===== src/rtl/brkseq_pkg.sv =====
package brkseq_pkg;

  typedef enum logic [2:0] {
    ST_IDLE,
    ST_PRE,
    ST_LOW,
    ST_ECHO,
    ST_RECOV,
    ST_SETTLE,
    ST_FLUSH
  } seqState_t;

  // strobes from the sequencer FSM to the line datapath
  typedef struct packed {
    logic loadPre;
    logic loadLow;
    logic loadEcho;
    logic loadRecov;
    logic loadFlush;
    logic run;
    logic settleLoad;
    logic settleRun;
  } lineStrobe_t;

endpackage


===== src/rtl/brkseq_line.sv =====
module brkseq_line
  import brkseq_pkg::*;
#(
  parameter int HALF_DIV   = 4,
  parameter int PRE_CLKS   = 50,
  parameter int LOW_CLKS   = 256,
  parameter int ECHO_CLKS  = 16,
  parameter int RECOV_CLKS = 16000,
  parameter int FLUSH_CLKS = 5000,
  parameter int SETTLE_CYC = 20000
) (
  input  logic        clk,
  input  logic        rstN,
  input  lineStrobe_t str,
  output logic        lastClkEnd,
  output logic        settleEnd,
  output logic        linkClk,
  output logic        linkDataOut,
  output logic        linkDataOe
);

  function automatic int maxOf(input int a, input int b);
    return (a > b) ? a : b;
  endfunction

  localparam int MAX_CLKS = maxOf(maxOf(maxOf(PRE_CLKS, LOW_CLKS), maxOf(ECHO_CLKS, RECOV_CLKS)), FLUSH_CLKS);
  localparam int CNT_W    = $clog2(MAX_CLKS + 1);
  localparam int HALF_W   = $clog2(HALF_DIV + 1);
  localparam int SET_W    = $clog2(SETTLE_CYC + 1);

  logic [HALF_W-1:0] halfCnt;
  logic [CNT_W-1:0]  clkLeft;
  logic [SET_W-1:0]  settleCnt;
  logic              lcQ, dQ, oeQ;

  logic              anyLoad, loadLvl, halfEnd;
  logic [CNT_W-1:0]  loadVal;

  assign anyLoad = str.loadPre | str.loadLow | str.loadEcho | str.loadRecov | str.loadFlush;
  assign halfEnd = (halfCnt == HALF_W'(HALF_DIV - 1));

  always_comb begin
    loadVal = CNT_W'(FLUSH_CLKS);
    loadLvl = 1'b1;
    if (str.loadPre)        loadVal = CNT_W'(PRE_CLKS);
    else if (str.loadLow) begin
      loadVal = CNT_W'(LOW_CLKS);
      loadLvl = 1'b0;
    end
    else if (str.loadEcho)  loadVal = CNT_W'(ECHO_CLKS);
    else if (str.loadRecov) loadVal = CNT_W'(RECOV_CLKS);
  end

  always_ff @(posedge clk) begin
    if (!rstN) begin
      halfCnt <= '0;
      clkLeft <= '0;
      lcQ     <= 1'b1;
      dQ      <= 1'b1;
      oeQ     <= 1'b0;
    end else if (anyLoad) begin
      clkLeft <= loadVal;
      halfCnt <= '0;
      lcQ     <= 1'b0;
      dQ      <= loadLvl;
      oeQ     <= 1'b1;
    end else if (str.run) begin
      if (halfEnd) begin
        halfCnt <= '0;
        if (!lcQ) begin
          lcQ <= 1'b1;
        end else begin
          clkLeft <= clkLeft - 1'b1;
          if (clkLeft != CNT_W'(1)) lcQ <= 1'b0;
        end
      end else begin
        halfCnt <= halfCnt + 1'b1;
      end
    end
  end

  always_ff @(posedge clk) begin
    if (!rstN)                                  settleCnt <= '0;
    else if (str.settleLoad)                    settleCnt <= SET_W'(SETTLE_CYC);
    else if (str.settleRun && settleCnt != '0)  settleCnt <= settleCnt - 1'b1;
  end

  assign lastClkEnd  = str.run && lcQ && halfEnd && (clkLeft == CNT_W'(1));
  assign settleEnd   = str.settleRun && (settleCnt == SET_W'(1));
  assign linkClk     = lcQ;
  assign linkDataOut = dQ;
  assign linkDataOe  = oeQ;

endmodule


===== src/rtl/brkseq_ctrl.sv =====
module brkseq_ctrl
  import brkseq_pkg::*;
(
  input  logic        clk,
  input  logic        rstN,
  input  logic        startBreak,
  input  logic        startInit,
  input  logic        lastClkEnd,
  input  logic        settleEnd,
  output lineStrobe_t str,
  output logic        seqDone
);

  seqState_t state, nxtState;
  logic      doneNxt, doneQ;

  always_comb begin
    str      = '0;
    nxtState = state;
    doneNxt  = 1'b0;
    case (state)
      ST_IDLE: begin
        if (startBreak) begin
          str.loadPre = 1'b1;
          nxtState    = ST_PRE;
        end else if (startInit) begin
          str.loadFlush = 1'b1;
          nxtState      = ST_FLUSH;
        end
      end
      ST_PRE: begin
        str.run = 1'b1;
        if (lastClkEnd) begin
          str.loadLow = 1'b1;
          nxtState    = ST_LOW;
        end
      end
      ST_LOW: begin
        str.run = 1'b1;
        if (lastClkEnd) begin
          str.loadEcho = 1'b1;
          nxtState     = ST_ECHO;
        end
      end
      ST_ECHO: begin
        str.run = 1'b1;
        if (lastClkEnd) begin
          str.loadRecov = 1'b1;
          nxtState      = ST_RECOV;
        end
      end
      ST_RECOV: begin
        str.run = 1'b1;
        if (lastClkEnd) begin
          str.settleLoad = 1'b1;
          nxtState       = ST_SETTLE;
        end
      end
      ST_SETTLE: begin
        str.settleRun = 1'b1;
        if (settleEnd) begin
          doneNxt  = 1'b1;
          nxtState = ST_IDLE;
        end
      end
      ST_FLUSH: begin
        str.run = 1'b1;
        if (lastClkEnd) begin
          doneNxt  = 1'b1;
          nxtState = ST_IDLE;
        end
      end
      default: nxtState = ST_IDLE;
    endcase
  end

  always_ff @(posedge clk) begin
    if (!rstN) begin
      state <= ST_IDLE;
      doneQ <= 1'b0;
    end else begin
      state <= nxtState;
      doneQ <= doneNxt;
    end
  end

  assign seqDone = doneQ;

endmodule


===== src/rtl/brkseq_top.sv =====
module brkseq_top
  import brkseq_pkg::*;
#(
  parameter int HALF_DIV   = 4,
  parameter int PRE_CLKS   = 50,
  parameter int LOW_CLKS   = 256,
  parameter int ECHO_CLKS  = 16,
  parameter int RECOV_CLKS = 16000,
  parameter int FLUSH_CLKS = 5000,
  parameter int SETTLE_CYC = 20000
) (
  input  logic clk,
  input  logic rstN,
  input  logic startBreak,
  input  logic startInit,
  output logic linkClk,
  output logic linkDataOut,
  output logic linkDataOe,
  output logic seqDone
);

  lineStrobe_t str;
  logic        lastClkEnd, settleEnd;

  brkseq_ctrl ctrl_i (
    .clk        (clk),
    .rstN       (rstN),
    .startBreak (startBreak),
    .startInit  (startInit),
    .lastClkEnd (lastClkEnd),
    .settleEnd  (settleEnd),
    .str        (str),
    .seqDone    (seqDone)
  );

  brkseq_line #(
    .HALF_DIV   (HALF_DIV),
    .PRE_CLKS   (PRE_CLKS),
    .LOW_CLKS   (LOW_CLKS),
    .ECHO_CLKS  (ECHO_CLKS),
    .RECOV_CLKS (RECOV_CLKS),
    .FLUSH_CLKS (FLUSH_CLKS),
    .SETTLE_CYC (SETTLE_CYC)
  ) line_i (
    .clk         (clk),
    .rstN        (rstN),
    .str         (str),
    .lastClkEnd  (lastClkEnd),
    .settleEnd   (settleEnd),
    .linkClk     (linkClk),
    .linkDataOut (linkDataOut),
    .linkDataOe  (linkDataOe)
  );

endmodule


===== config.mk =====
export PLATFORM = sky130hd
export DESIGN_NAME = brkseq_top
export DESIGN_NICKNAME = d
export VERILOG_FILES = /design/src/rtl/brkseq_pkg.sv /design/src/rtl/brkseq_line.sv /design/src/rtl/brkseq_ctrl.sv /design/src/rtl/brkseq_top.sv
export SDC_FILE = /design/constraint.sdc
export NUM_CORES = 1
export LEC_CHECK = 0
export ABC_AREA = 1
export CAP_MARGIN = 20
export CORE_UTILIZATION = 33
export DETAILED_ROUTE_END_ITERATION = 12
export DONT_BUFFER_PORTS = 1
export HOLD_SLACK_MARGIN = 0.05
export PLACE_DENSITY_LB_ADDON = 0.25
export SYNTH_ARGS = -nofsm -noshare
export SYNTH_HDL_FRONTEND = slang
export SYNTH_SLANG_ARGS = --single-unit
export TNS_END_PERCENT = 1

===== constraint.sdc =====
create_clock -name clk -period 1.7 [get_ports clk]
set_input_delay 0.255 -clock clk [delete_from_list [all_inputs] [get_ports clk]]
set_output_delay 0.255 -clock clk [all_outputs]
set_load 0.01 [all_outputs]

==> out/qor.yml, run 1 <==
outcome: "finished with violations"
violations: "setup timing"
synth_area_sq_mm: 0.002409
postSynth.asyncResetShare: 0
core-area_sq_mm: 0.006907
top_usage_layer: "met2"
skew_ns: 0.005896
pwr_density_cell_mw_per_mm2: 1318
period_needed_ns: 1.779
yosysMostFrequentCell: "nor2_1"
cp.arrival_ns: 1.98
worstSetupStartpoint: "line_i.clkLeft[1]"
cts_sinks: 39
hpwl_um: 4804
critPathKind: "flip-flop to flip-flop"
postSynthAreaPerCell_sq_um: 6.372
hold_ws_ns: 0.07437
finalWorstSetupSlack_ns: -0.07890
yosysWarnings: 0
antenna_found_initial: 0
min_path_type: "primary input to flip-flop"
setup_viol: 12
drv_cap: 0
worstHoldStart: "rstN"
required_ns: 1.90
worstPathCellList: "inv_2 > ha_2 > inv_1 > nor3_2 > nand2_1 > nor2_2 > nand2_1 > buf_4 > nand2_1 > buf_4 > a21oi_1 > nor3_1"
insertion_delay_ns: 0.29
path_buf_inv: 4
critical_path.max_stage_delay_ns: 0.33
tightest_slew_ns: 0.4331
overflow: 0
drt_iter0_drc: 93
vias_per_cell: 4.722
grt_pass1_vias: 2481
die_width_um: 87.43
syn_to_final_growth_pct: 38.44
gp_congestion: 0.8639
yosys-top-cells-count: "nor2_1, nand2_1, inv_1"
slew-limit-headroom: 0.7102
fp.dieArea_sq_mm: 0.007644
yosysTopAreaCellShare: 0.3242
postLayoutCellArea_sq_mm: 0.003334
r2r_start: "line_i.clkLeft[1]"
track_usage: 0.1858
start_util: 0.3487
vdd.ir_drop.worst_v: 0.0006749
yosysTopAreaCell: "dfxtp_1"
io_buffer_count: 0
ys_ff_latch: 39
ctsLongestPathBuffers: 2
syn_inst: 378
start_kind: "flip-flop"
synthFlopType: "dfxtp_1"
wl_um: 6643
cts_root_buf: "clkbuf_8"
leakage_nw: 1.642
cts_htree_levels: 2
dieHeight_um: 87.43
cts_tree: "done"
hold_violations: 0
num_rows: 30
rsz0062_at_grt: "true"
path_common_cell: "nand2_1"
synth_edf_count: 0
antenna_left: 0
antennaDiodeCount: 0
cts_made_buffers: 5
fmax_mhz: 562.1
drc: 0
ys_types: 33
drive_above_1_share: 0.3170
final.period_utilization: 1.046
synthesis.nets: 388
yosysSeqAreaShare: 0.3242
use_met1: 0.2252
grt_max_degree: 22
critPathTopFamily: "simple AND/OR/NAND/NOR gates"
path_clk_slew_ns: 0.08
final_net_count: 459
io_pins: 8
drv_slew: 0
avgRoutedWirePerCell_um: 12.21
critPathMaxFanout: 2
grt_first_pass_wirelength_um: 11090
critPathCaptureType: "flip-flop"
vias: 2569
slowest_stage: "dfxtp_2"
drt_first_pass_iters: 4
gr-usage-met2: 0.3210
place_area_sq_mm: 0.003023
grt_use_met3: 0.04360
netlist_top_cells_area: "dfxtp_1, nor2_1, nand2_1, inv_1, nand4_1"
## logic make-up (layout without fill, tap and decap cells)
kind of cell	after synthesis	count (layout)	synth area share
buf+inv	61	130	0.1008
compound gates	36	36	0.09090
xor+xnor	14	14	0.05091
simple gates	222	223	0.4021
fa+ha+maj	6	6	0.03117
flops	39	39	0.3242
## path summary, 6_finish.rpt
kind,endpoint,slack [ns],cells after the start
max,ctrl_i.state[2],-0.08,12
min reg2reg,line_i.halfCnt[2],0.47,2
min,line_i.settleCnt[5],0.07,2
max reg2reg,ctrl_i.state[2],-0.08,12
## final cells by class
cell class / count / area (sq um)
Sequential cell: 39 / 793.3
Fill cell: 699 / 3572
Tap cell: 96 / 120.1
Clock buffer: 6 / 72.57
Inverter: 53 / 198.9
Timing Repair Buffer: 71 / 571.8
Multi-Input combinational cell: 279 / 1578
## registers in the layout, summed over array words and instances, names as in the netlist
| name | flops |
|---|---|
| ctrl_i.seqDone | 1 |
| ctrl_i.state | 3 |
| line_i.clkLeft | 14 |
| line_i.halfCnt | 3 |
| line_i.linkClk | 1 |
| line_i.linkDataOe | 1 |
| line_i.linkDataOut | 1 |
| line_i.settleCnt | 15 |
## per-layer routing
metal	routed length, um	vias to the layer above
met1	2964	1156
met4	116	0
met3	327	8
met5	0	-
li1	-	1350
met2	3234	55
## placed cells by master (no fill, tap or decap), drive strengths merged
cell / instances
nand3: 20
o21bai: 2
o21ai: 11
nor2: 87
nand2: 79
dfxtp: 39
o211ai: 3
nand4: 21
buf: 70
or2: 4
ha: 6
o22ai: 1
o311ai: 1
a31oi: 5
inv: 53
a21oi: 11
clkbuf: 6
nor3: 8
a22oi: 1
nor3b: 2
xor2: 14
o31ai: 1
dlygate4sd3: 1
nor4: 1
or3: 1
## report_power, final
part	internal (W)	switching, W	leakage, nW
combinational	0.00116	0.00141	1.28
clock	0.000274	0.000307	0.0371
sequential	0.00110	0.000144	0.321
## worst register-to-register path: cells and delay by family, from the launching register on
kind / cells / cell delay, ns
AOI/OAI and AO/OA: 1 / 0.06
adders and majority gates: 1 / 0.16
and+or+nand+nor: 6 / 0.77
buffers and inverters: 4 / 0.38
DFF: 1 / 0.33
## metrics by stage
| stage | power, W | util | TNS, ns | setup WS (ns) | instances |
|---|---|---|---|---|---|
| floorplan | 0.002602 | - | 0 | 0.02648 | 378 |
| global placement | 0.003493 | 0.4377 | -4.090 | -0.2417 | 534 |
| detailed placement | 0.003491 | 0.4377 | -4.686 | -0.3084 | 534 |
| CTS | 0.004249 | 0.4634 | -0.1206 | -0.05645 | 543 |
| global route | 0.004772 | 0.4828 | -2.483 | -0.1685 | 544 |
| finish | 0.004396 | 0.4828 | -0.4604 | -0.07890 | 544 |
## what timing repair did
action	in CTS	in global routing
resized for setup	23	48
setup buffers	2	1
hold endpoints to repair	2	0
setup endpoints to repair	36	38
gates cloned	0	1
pin swaps	6	19
hold buffers	1	0
(Power assumes the default switching activity.)
==> inputs of run 2 (changes only) <==
--- a/config.mk
+++ b/config.mk
@@ -15,4 +15,3 @@
 export SYNTH_ARGS = -nofsm -noshare
 export SYNTH_HDL_FRONTEND = slang
 export SYNTH_SLANG_ARGS = --single-unit
-export TNS_END_PERCENT = 1
==> out/qor.yml, run 2 (synthesis results as in run 1) <==
placed_cells: 534
tightest_slew_ns: 0.4169
syn_to_final_growth_pct: 45.25
gp_congestion: 0.8639
vias_per_cell: 4.823
drv_cap: 0
path_clk_slew_ns: 0.08
hold_violations: 0
r2r_cells: 11
final.period_utilization: 1.019
io_buffer_count: 0
vias: 2638
critPathMaxFanout: 4
outcome: "finished with violations"
drt_iter0_drc: 81
violations: "setup timing"
insertion_delay_ns: 0.29
drc: 0
rsz0062_at_grt: "true"
num_rows: 30
cts_tree: "done"
final_core_util: 0.5065
fp.dieArea_sq_mm: 0.007644
slew-limit-headroom: 0.7210
min_path_type: "primary input to flip-flop"
start_kind: "flip-flop"
required_ns: 1.92
antenna_left: 0
cts_sinks: 39
core-area_sq_mm: 0.006907
multi_input_area_sq_mm: 0.001703
overflow: 0
io_pins: 8
fmax_mhz: 577.3
antenna_found_initial: 0
final_net_count: 462
reg_top3: "line_i.settleCnt x15, line_i.clkLeft x14"
cts_htree_levels: 2
critPathCaptureType: "flip-flop"
dieHeight_um: 87.43
finalWorstSetupSlack_ns: -0.03235
track_usage: 0.1878
die_width_um: 87.43
cts_root_buf: "clkbuf_8"
hpwl_um: 4804
leakage_nw: 1.693
critPathKind: "flip-flop to flip-flop"
whs_path_depth: 2
power_w: 0.004607
period_needed_ns: 1.732
regArea_sq_um: 798.3
grt_max_degree: 22
grt_pass1_vias: 2487
antennaDiodeCount: 0
setup_viol: 5
largest_register_ff_count: 15
start_util: 0.3487
vdd.ir_drop.worst_v: 0.0008404
ctsLongestPathBuffers: 2
grt_first_pass_wirelength_um: 11210
drt_first_pass_iters: 4
max_flop_register: "line_i.settleCnt"
drv_slew: 0
fillers: 686
wl_um: 7009
cp.arrival_ns: 1.95
avgRoutedWirePerCell_um: 12.81
skew_ns: 0.01010
final_cells: 547
cts_made_buffers: 5
layout_common_cells: "nand2_1, buf_4, nor2_1"
pwr_density_cell_mw_per_mm2: 1317
drive_above_1_share: 0.3792
run 2: changes by cell type in the layout (fill, tap and decap cells not counted), moves of 4 or more:
cell / change
nor2_4: +5
nand2_4: +4
nor2_1: -7
dfxtp_1: -4
inv_2: +4
dfxtp_2: +4
inv_1: -4
run 2: final cells by class:
type                    instances  share of cell area
repair buffers                 74              0.1731
well taps                      96             0.03433
inverters                      53             0.05687
multi-input cells             279              0.4868
flip-flops and latches         39              0.2282
clock buffers                   6             0.02074
run 2: stage by stage:
step / area [sq um] / TNS, ns / setup WS (ns) / hold slack, ns
after floorplan: 2411 / 0 / 0.02648 / 0.4207
after global placement: 3023 / -4.090 / -0.2417 / 0.3399
after detailed placement: 3023 / -4.686 / -0.3084 / 0.3423
after CTS: 3227 / -0.1282 / -0.05438 / 0.06152
after global routing: 3498 / -1.411 / -0.1255 / 0.05451
final: 3498 / -0.06981 / -0.03235 / 0.07524
run 2: power breakdown:
group	internal, W	total, W	switching, W
combinational	0.00125	0.00276	0.00151
clock	0.000274	0.000587	0.000313
sequential	0.00110	0.00126	0.000157
run 2: critical path, cell delays in order, from the launching register on:
cell	delay, ns
dfxtp_2	0.33
or2_4	0.26
nor2_4	0.08
nand4_1	0.13
nor2_4	0.17
buf_6	0.13
nand2_2	0.06
nand2_4	0.12
buf_6	0.10
buf_4	0.10
a31oi_2	0.03
a21oi_1	0.13
run 2: per-layer routing:
| layer | part of all wire | global-route usage | wire (um) | vias up |
|---|---|---|---|---|
| li1 | - | - | - | 1356 |
| met1 | 0.44 | 0.2282 | 3104 | 1218 |
| met2 | 0.50 | 0.3239 | 3487 | 52 |
| met3 | 0.044 | 0.04171 | 307 | 12 |
| met4 | 0.016 | 0.06706 | 110 | 0 |
| met5 | 0 | 0 | 0 | - |
run 2: final timing paths:
path | slack (ns) | end | start
worst max-delay path | -0.03 | line_i.clkLeft[4] | line_i.clkLeft[5]
worst min-delay path | 0.08 | ctrl_i.state[1] | rstN
worst max register to register | -0.03 | line_i.clkLeft[4] | line_i.clkLeft[5]
worst min register to register | 0.47 | line_i.halfCnt[2] | line_i.halfCnt[2]
run 2: repair_timing:
item | in CTS | in global routing
resized for setup | 29 | 82
endpoints found under the hold margin | 2 | 0
hold buffers | 1 | 0
gates cloned | 0 | 1
setup endpoints to repair | 36 | 38
pin swaps | 6 | 31
buffers inserted | 3 | 3
